===== src/rtl/bag_pkg.sv =====
package bag_pkg;
   typedef enum logic [1:0] {
      TR_IDLE = 2'b00,
      TR_BUSY = 2'b01,
      TR_NSEQ = 2'b10,
      TR_SEQ  = 2'b11
   } trans_e;

   localparam logic [2:0] BT_SINGLE = 3'b000;
   localparam logic [2:0] BT_INCR   = 3'b001;

   // wrapping codes are the even, non-zero ones
   function automatic logic is_wrap(input logic [2:0] b);
      return (b != BT_SINGLE) && !b[0];
   endfunction

   // log2 of beats for the fixed-length codes: 01x->2, 10x->3, 11x->4
   function automatic logic [2:0] fixed_lg(input logic [2:0] b);
      return {1'b0, b[2:1]} + 3'd1;
   endfunction
endpackage


===== src/rtl/bag_beat_count.sv =====
module bag_beat_count
   import bag_pkg::*;
#(
   parameter int CNT_W = 8
) (
   input  logic [2:0]       burst,
   input  logic [CNT_W-1:0] len,
   output logic [CNT_W-1:0] beats
);
   always_comb begin
      if (burst == BT_SINGLE)
         beats = CNT_W'(1);
      else if (burst == BT_INCR)
         beats = (len == '0) ? CNT_W'(1) : len;
      else
         beats = CNT_W'(1) << fixed_lg(burst);
   end
endmodule


===== src/rtl/bag_addr_step.sv =====
module bag_addr_step
   import bag_pkg::*;
#(
   parameter int ADDR_W   = 32,
   parameter int BOUND_LG = 10,
   parameter bit SPLIT    = 1'b1
) (
   input  logic [ADDR_W-1:0] addr,
   input  logic [1:0]        size,
   input  logic [2:0]        burst,
   output logic [ADDR_W-1:0] nxt,
   output logic              new_region
);
   logic [ADDR_W-1:0] inc;
   logic [ADDR_W-1:0] lin;
   logic [ADDR_W-1:0] mask;
   logic [2:0]        blk_lg;

   always_comb begin
      inc    = ADDR_W'(1) << size;
      lin    = addr + inc;
      blk_lg = fixed_lg(burst) + {1'b0, size};
      mask   = (ADDR_W'(1) << blk_lg) - ADDR_W'(1);
      if (is_wrap(burst))
         nxt = (addr & ~mask) | (lin & mask);
      else
         nxt = lin;
   end

   generate
      if (SPLIT) begin : g_split
         assign new_region = (burst == BT_INCR) && (lin[BOUND_LG-1:0] == '0);
      end else begin : g_nosplit
         assign new_region = 1'b0;
      end
   endgenerate
endmodule


===== src/rtl/burst_addr_gen.sv =====
module burst_addr_gen
   import bag_pkg::*;
#(
   parameter int ADDR_W   = 32,
   parameter int CNT_W    = 8,
   parameter int BOUND_LG = 10,
   parameter bit SPLIT    = 1'b1
) (
   input  logic              clk,
   input  logic              rst_n,
   input  logic              cmd_valid,
   output logic              cmd_ready,
   input  logic [ADDR_W-1:0] cmd_addr,
   input  logic [2:0]        cmd_burst,
   input  logic [1:0]        cmd_size,
   input  logic [CNT_W-1:0]  cmd_len,
   input  logic              src_stall,
   input  logic              hready,
   output logic [ADDR_W-1:0] haddr,
   output logic [1:0]        htrans,
   output logic [2:0]        hburst,
   output logic [2:0]        hsize,
   output logic              done
);
   localparam int MIN_CNT_W = 5;
   localparam int MIN_BLG   = 6;

   generate
      if (CNT_W < MIN_CNT_W) begin : g_bad_cnt
         $error("CNT_W must hold a count of 16");
      end
      if (BOUND_LG < MIN_BLG || BOUND_LG >= ADDR_W) begin : g_bad_bound
         $error("BOUND_LG must cover the largest wrap block and fit the address");
      end
   endgenerate

   trans_e            tr_q;
   logic [ADDR_W-1:0] addr_q;
   logic [1:0]        size_q;
   logic [2:0]        burst_q;
   logic [CNT_W-1:0]  left_q;
   logic              done_q;

   logic [1:0]        size_in;
   logic [CNT_W-1:0]  beats_in;
   logic [ADDR_W-1:0] addr_nxt;
   logic              region_nxt;

   assign size_in = (cmd_size == 2'd3) ? 2'd2 : cmd_size;

   bag_beat_count #(.CNT_W(CNT_W)) u_cnt (
      .burst (cmd_burst),
      .len   (cmd_len),
      .beats (beats_in)
   );

   bag_addr_step #(.ADDR_W(ADDR_W), .BOUND_LG(BOUND_LG), .SPLIT(SPLIT)) u_step (
      .addr       (addr_q),
      .size       (size_q),
      .burst      (burst_q),
      .nxt        (addr_nxt),
      .new_region (region_nxt)
   );

   always_ff @(posedge clk or negedge rst_n) begin
      if (!rst_n) begin
         tr_q    <= TR_IDLE;
         addr_q  <= '0;
         size_q  <= '0;
         burst_q <= BT_SINGLE;
         left_q  <= '0;
         done_q  <= 1'b0;
      end else begin
         done_q <= 1'b0;
         if (tr_q == TR_IDLE) begin
            if (cmd_valid) begin
               addr_q  <= cmd_addr;
               size_q  <= size_in;
               burst_q <= cmd_burst;
               left_q  <= beats_in;
               tr_q    <= TR_NSEQ;
            end
         end else if (hready) begin
            if (tr_q == TR_BUSY) begin
               if (!src_stall) tr_q <= TR_SEQ;
            end else if (left_q == CNT_W'(1)) begin
               tr_q   <= TR_IDLE;
               left_q <= '0;
               done_q <= 1'b1;
            end else begin
               addr_q <= addr_nxt;
               left_q <= left_q - CNT_W'(1);
               if (region_nxt)     tr_q <= TR_NSEQ;
               else if (src_stall) tr_q <= TR_BUSY;
               else                tr_q <= TR_SEQ;
            end
         end
      end
   end

   assign cmd_ready = (tr_q == TR_IDLE);
   assign haddr     = addr_q;
   assign htrans    = tr_q;
   assign hburst    = burst_q;
   assign hsize     = {1'b0, size_q};
   assign done      = done_q;
endmodule


===== config.mk =====
export PLATFORM = sky130hd
export DESIGN_NAME = burst_addr_gen
export DESIGN_NICKNAME = d
export VERILOG_FILES = /design/src/rtl/bag_pkg.sv /design/src/rtl/bag_beat_count.sv /design/src/rtl/bag_addr_step.sv /design/src/rtl/burst_addr_gen.sv
export SDC_FILE = /design/constraint.sdc
export NUM_CORES = 1
export LEC_CHECK = 0
export ABC_AREA = 1
export BUFFER_PORTS_ARGS = -buffer_cell sky130_fd_sc_hd__buf_4
export CORE_ASPECT_RATIO = 1.75
export CORE_UTILIZATION = 50
export DETAILED_ROUTE_END_ITERATION = 10
export GPL_TIMING_DRIVEN = 0
export HOLD_SLACK_MARGIN = 0.03
export PLACE_DENSITY = 0.73
export SYNTH_ARGS = -nofsm -noshare
export SYNTH_HDL_FRONTEND = slang
export SYNTH_SLANG_ARGS = --single-unit

===== constraint.sdc =====
create_clock -name clk -period 3.9 [get_ports clk]
set_input_delay 0.585 -clock clk [delete_from_list [all_inputs] [get_ports clk]]
set_output_delay 0.585 -clock clk [all_outputs]
set_load 0.005 [all_outputs]

==> key figures, run 1 <==
Yosys
  • Commonest cells in the synthesized netlist: nand2_1 (143), inv_1 (72), nor2_1 (52), dfrtp_1 (48), a21oi_1 (46)
  • Synth Register Bits: 48
  • Cell variety after synth: 45
  • Avg Cell Area, Syn: 6.84 sq um
  • Yosys top cell by area: dfrtp_1
  • Post-Synthesis Cell Area: 0.00379 sq mm
  • Synth Area in XOR/XNOR: 3.23%
  • Post-synthesis simple-gate area fraction: 33.4%
  • Sequential fraction of the synthesis area: 31.7%
  • Async SR Flop Fraction: 100%
  • Most common cell in the netlist: nand2_1
  • Area share of the largest cell type after synthesis: 31.7%
  • Syn_nets: 616
  • Mux share of post-synthesis cell area: 0.264%
  • Post-Synth Adder-Cell Area: 4.02%
  • Syn. warnings: 0
  • Top post-synthesis cells by area: dfrtp_1 (32%), nand2_1 (14%), inv_1 (7.1%), a21oi_1 (6.1%), nor2_1 (5.1%)
  • Synth Area in Compound Gates: 17.8%
  • Largest family of logic cells by synthesized area: simple AND/OR/NAND/NOR gates
  • Mapped Cells: 555
  • Number of synthesized flops with an enable pin: 0
  • Primary FF master, synth: dfrtp_1

CTS
  • Total CTS buffers: 5
  • Post_cts resized: 0
  • Clock buffer depth: 2
  • Root Driver: clkbuf_16
  • CTS tree: done
  • Skew-Pair Late Insertion Delay: 300 ps
  • Hold_buf cts: 0
  • H-tree Lvls: 2
  • Setup Fix Bufs, Post-CTS: 0
  • CTS Sinks: 48
  • Clock slew at reported path FFs: 70 ps

Die
  • Die Height: 117 um
  • Initial Utilization: 52.1%
  • Die Width: 67.9 um
  • Cell row count: 41
  • Core region area: 0.00728 sq mm
  • Ports: 92
  • Die area: 0.00796 sq mm

Layout
  • Final Core Density: 65.0%
  • Layout cells sized above 1: 19.3%
  • Area Growth Syn to Fin: 24.7%
  • NumNets Final: 713
  • Diodes inserted: 0

Worst setup path
  • Startpoint types: flip-flop
  • Critical path endpoint category: flip-flop
  • Crit-path leading delay family: adder cells
  • Reg2Reg Setup Slack: 840 ps
  • CP cell instances: inv_1 > ha_1 > fa_1 > nand2_1 > nor2_1 > inv_1 > ha_1 > inv_1 > nor2_1 > inv_1 > a21oi_1 > buf_2 > o21ai_0 > nand3_1 > o21ai_0 > inv_1
  • Crit path top cell by count: inv_1
  • Crit Path Category: flip-flop to flip-flop
  • CP Max Fanout: 10
  • Slowest stage delay, CP: 510 ps
  • CP required: 4140 ps
  • WP data arrival: 3300 ps
  • Worst path slowest cell: fa_1
  • CP bufs+invs: 6

Timing
  • Layout Skew: 11.7 ps
  • Hold_ws: 313 ps
  • Unrepaired setup endpoints after global routing: false
  • Setup TNS: 0 ps
  • Crit path time final: 3060 ps
  • Fin crit share: 78.4%
  • Worst slew pin tran: 740 ps
  • Fin. max-slew vios: 0
  • Max Clk Rate: 327 MHz
  • Final Hold Fails: 0
  • Max-slew headroom: 50.6%
  • Endpoints failing setup: 0
  • Worst setup margin: 844 ps

Route
  • Post-DRT Antenna Nets: 0
  • WL/cell: 15.8 um
  • Initial DRC count: 291
  • Final wirelength: 11,700 um
  • Via count: 4,164
  • Post-route DRC violation count: 0
  • Vias per Instance: 5.63
  • DR pass1 iterations: 4

Global route
  • Vias in the first global route: 4,144
  • Grt ovf: 0
  • Global-route wire length before repair: 18,900 um
  • Initial antenna violation count: 0
  • Tot GR Track Use: 32.1%
  • Largest net degree at the start of global routing: 49

Place
  • # port buffers: 90
  • Final Wtd Congestion: 0.921
  • Worst slack, placed: 860 ps
  • HPWL after DPL: 9180 um

Power
  • Peak supply drop: 0.466 mV
  • LEAKAGE: 2.35 nW
  • PwrDens: 826 mW/mm^2
  • Power, Total: 0.00391 W

Run
  • Max_cap viols: 0

Run status
  • Status: finished clean

Worst hold path
  • HP Class: input port to asynchronous set/reset pin
-- kinds of logic after synthesis --
| kind of cell | after synthesis |
|---|---|
| AND/OR/NAND/NOR | 277 |
| AO/OA/AOI/OAI | 117 |
| buffers and inverters | 86 |
| flip-flops | 48 |
| XOR/XNOR | 14 |
| adder cells (fa/ha/maj) | 11 |
| other | 1 |
| multiplexers | 1 |
-- path summary, 6_finish.rpt --
kind | end | cells past startpoint | start
worst max-delay path | flip-flop | 16 | size_q[0]
worst min-delay path | asynchronous set/reset pin | 1 | rst_n
worst max register to register | flip-flop | 16 | size_q[0]
worst min register to register | hburst[1] | 2 | hburst[1]
max in group asynchronous | asynchronous set/reset pin | 1 | rst_n
min in group clk | size_q[0] | 3 | cmd_size[0]
-- routing by layer --
layer	up-vias	track usage [%]	wire [um]
met1	1949	31.5	4220
met5	-	0	0
met4	0	20.3	656
met2	134	58.9	6280
met3	48	6.20	554
li1	2033	-	-
-- cell type report --
class | instances | area (sq um)
buffer | 9 | 60.1
clock buffer | 6 | 139
clock inverter | 2 | 15.0
fill | 725 | 2550
inverter | 77 | 302
multi-input combinational | 421 | 2230
sequential | 48 | 1200
tap | 86 | 108
timing repair buffer | 90 | 676
-- power by group --
part / total (W) / switching [W] / internal [W]
clock: 0.000462 / 0.000206 / 0.000256
combinational: 0.00241 / 0.00144 / 0.000969
sequential: 0.00104 / 0.000305 / 0.000732
-- metrics by stage --
step	std cells	instance area [sq um]
6_report	739	4730
5_1_grt	739	4730
4_1_cts	739	4730
3_5_place_dp	731	4580
3_3_place_gp	731	4580
2_1_floorplan	555	3790
-- layout by cell type (no fill, tap or decap), types with 5 or more instances in the layout --
cell type  instances
clkbuf_16          5
nand4_1           12
xor2_1            13
dfrtp_1           48
nor3_1            19
nand2_1          143
a21oi_1           46
nor3b_1            5
o21ai_0           34
ha_1               9
nor2_1            52
nand3_1           31
a21boi_0           5
a22oi_1           12
buf_4             92
inv_1             72
Note: power is estimated with default switching activity, not from simulation.
==> run 2: changes to the inputs <==
- ABC_AREA: 1 -> 0
- PLACE_DENSITY: 0.73 -> 0.74
- clock period: 3.9 -> 3.1 ns (I/O delays scaled with it)
==> key figures, run 2 <==
Yosys
  • Most common cell in the netlist: nand2_1
  • Post-Synthesis Cell Area: 0.00367 sq mm (-3.4%)
  • Avg Cell Area, Syn: 8.28 sq um (+21%)
  • Yosys top cell by area: dfrtp_1
  • Syn_nets: 504 (-18%)
  • Commonest cells in the synthesized netlist: nand2_1 (54), dfrtp_1 (48), a21oi_1 (35), nor2_1 (30), o21ai_0 (28)
  • Async SR Flop Fraction: 100% (unchanged)
  • Number of synthesized flops with an enable pin: 0 (unchanged)
  • Area share of the largest cell type after synthesis: 32.8% (+1.1 points)
  • Primary FF master, synth: dfrtp_1
  • Syn. warnings: 0 (unchanged)
  • Top post-synthesis cells by area: dfrtp_1 (33%), nand2_1 (5.5%), a21oi_1 (4.8%), o21ai_0 (3.8%), ha_1 (3.1%)
  • Cell variety after synth: 76 (+69%)
  • Mapped Cells: 443 (-20%)
  • Sequential fraction of the synthesis area: 32.8% (+1.1 points)
  • Synth Register Bits: 48 (unchanged)

Worst setup path
  • CP Max Fanout: 10 (unchanged)
  • WP data arrival: 3210 ps (-90 ps)
  • Crit Path Category: flip-flop to flip-flop
  • Startpoint types: flip-flop
  • CP cell instances: inv_1 > ha_1 > fa_2 > nand3b_1 > ha_4 > nand3_2 > a21o_1 > buf_2 > or3_1 > o21a_1 > o221ai_1
  • Worst path slowest cell: fa_2
  • Slowest stage delay, CP: 500 ps (about the same)
  • Critical path endpoint category: flip-flop
  • CP required: 3310 ps (-830 ps)

Layout
  • Area Growth Syn to Fin: 26.5%
  • Most frequent cells in the layout: buf_4 (92), nand2_1 (54), dfrtp_1 (48)
  • Fin area: 0.00464 sq mm (-2.0%)
  • Diodes inserted: 0 (unchanged)
  • Final Non-Filler Cells: 624 (-16%)
  • NumNets Final: 600 (-16%)
  • Layout cells sized above 1: 26.4% (+7.1 points)
  • Final Core Density: 65.0% (+0.086 points)
  • Most common cell after layout, fill and taps aside: buf_4

Timing
  • Final Hold Fails: 0 (unchanged)
  • Unrepaired setup endpoints after global routing: false
  • Crit path time final: 3000 ps (-55.1 ps)
  • Worst slew pin tran: 757 ps (+17.0 ps)
  • Layout Skew: 9.91 ps (-1.77 ps)
  • Fin crit share: 96.8% (+18 points)
  • Max-slew headroom: 49.2% (-1.4 points)
  • Fin. max-slew vios: 0 (unchanged)
  • Endpoints failing setup: 0 (unchanged)
  • Max Clk Rate: 333 MHz (+1.8%)
  • Hold_ws: 197 ps (-115 ps)

Die
  • Cell row count: 41 (unchanged)
  • Die Height: 115 um (-1.7%)
  • Core region area: 0.00713 sq mm (-2.1%)
  • Ports: 92 (unchanged)
  • Initial Utilization: 51.4% (-0.68 points)
  • Die area: 0.00769 sq mm (-3.3%)
  • Die Width: 66.7 um (-1.7%)

Global route
  • Global-route wire length before repair: 19,200 um (+1.4%)
  • Met1 Resource Use GR: 37.0% (+5.5 points)
  • Tot GR Track Use: 33.4% (+1.3 points)
  • Largest net degree at the start of global routing: 49 (unchanged)
  • Vias in the first global route: 3,845 (-7.2%)
  • Initial antenna violation count: 0 (unchanged)
  • Met2 Track Usage GR: 60.5% (+1.6 points)
  • GR Util met3: 5.16% (-1.0 points)
  • Grt ovf: 0 (unchanged)
  • GR peak layer: met2

CTS
  • H-tree Lvls: 2 (unchanged)
  • CTS Sinks: 48 (unchanged)
  • Root Driver: clkbuf_16
  • Clock slew at reported path FFs: 70 ps (about the same)
  • CTS tree: done
  • Total CTS buffers: 5 (unchanged)
  • Skew-Pair Late Insertion Delay: 300 ps (about the same)
  • Clock buffer depth: 2 (unchanged)

Place
  • DP Area: 0.00445 sq mm (-2.8%)
  • HPWL after DPL: 9140 um (-0.41%)
  • Placed cell count: 619 (-15%)
  • # port buffers: 90 (unchanged)
  • Final Wtd Congestion: 0.894 (-3.0%)

Worst hold path
  • HP Class: input port to asynchronous set/reset pin

Route
  • Initial DRC count: 377 (+30%)
  • DR pass1 iterations: 5 (+1)
  • Post-route DRC violation count: 0 (unchanged)
  • Final wirelength: 12,500 um (+6.3%)
  • Vias per Instance: 6.49 (+15%)
  • Via count: 4,048 (-2.8%)
  • Post-DRT Antenna Nets: 0 (unchanged)
  • WL/cell: 20.0 um (+26%)

Power
  • PwrDens: 1190 mW/mm^2 (+44%)
  • Switching share of power: 49.2% (-0.74 points)
  • Comb power frac: 65.0% (+3.3 points)
  • Clock share of power: 11.2% (-0.6 points)
  • Peak supply drop: 0.966 mV (+110%)
  • Switching power: 0.00271 W (+39%)
  • Power, Total: 0.00550 W (+41%)
  • Internal power: 0.00280 W (+43%)
  • Sequential share of power: 23.8% (-2.7 points)
  • LEAKAGE: 2.01 nW (-14%)

Run
  • Max_cap viols: 0 (unchanged)

Run status
  • Status: finished clean
## run 2: cell types whose count changed in the layout (fill, tap and decap cells not counted), sizes merged, moves of 10 or more
cell	before	now
clkbuf	8	18
nor2	59	30
nand2	147	55
a21oi	46	35
inv	77	12
nor3	20	5
## run 2: area by class of cell
cell class	instances	area, sq um
inverters	12	45.0
flip-flops and latches	48	1200
clock buffers	5	125
repair buffers	90	676
plain buffers	27	125
fillers	669	2490
clock inverters	1	30.0
well taps	86	108
multi-input cells	355	2330
## run 2: per-layer routing
metal	vias to the layer above	wire, um
met2	192	6660
met3	35	758
met4	0	433
met1	1953	4600
met5	-	0
li1	1868	-
## run 2: logic make-up (layout without fill, tap and decap cells)
family	Yosys count	in the layout	share of synthesized area, %
AO/OA/AOI/OAI	154	154	28.9
buffers and inverters	40	135	4.61
multiplexers	8	8	2.46
flip-flops	48	48	32.8
other	1	1	0.102
XOR/XNOR	8	8	1.91
AND/OR/NAND/NOR	173	173	25.1
adder cells (fa/ha/maj)	11	11	4.16
## run 2: power groups by stage
| stage | logic (W) | registers, W | clock network (W) |
|---|---|---|---|
| floorplan | 0.00225 | 0.00124 | 0 |
| global placement | 0.00331 | 0.00129 | 0 |
| detailed placement | 0.00339 | 0.00131 | 0 |
| CTS | 0.00347 | 0.00130 | 0.000617 |
| global route | 0.00388 | 0.00136 | 0.000633 |
| finish | 0.00358 | 0.00131 | 0.000615 |
## run 2: timing repair
item / CTS / global route
gates resized for setup: 5 / 7
setup endpoints to repair: 12 / 11
hold buffers: 0 / 0
buffers inserted: 0 / 0
## run 2: path summary, 6_finish.rpt
check	startpoint	endpoint	cells after the start	slack [ps]
hold / removal	rst_n	asynchronous set/reset pin	1	200
hold reg to reg	left_q[2]	left_q[2]	2	530
setup reg to reg	size_q[0]	flip-flop	11	100
min in group clk	cmd_addr[21]	flip-flop	3	410
setup / recovery	size_q[0]	flip-flop	11	100
max in group asynchronous	rst_n	left_q[7]	1	2460
## run 2: worst max-delay path: cells and delay by family (launching register included)
family	cells	cell delay (ps)
buffers and inverters	2	320
adder cells (fa/ha/maj)	3	870
AO/OA/AOI/OAI	3	630
flip-flops	1	410
AND/OR/NAND/NOR	3	680
## run 2: stage by stage
| step | worst slack [ps] | setup TNS (ps) |
|---|---|---|
| after floorplan | 299 | 0 |
| after global placement | -216 | -1340 |
| after detailed placement | -291 | -2100 |
| after CTS | 9.03 | 0 |
| after global routing | 16.6 | 0 |
| final | 98.7 | 0 |
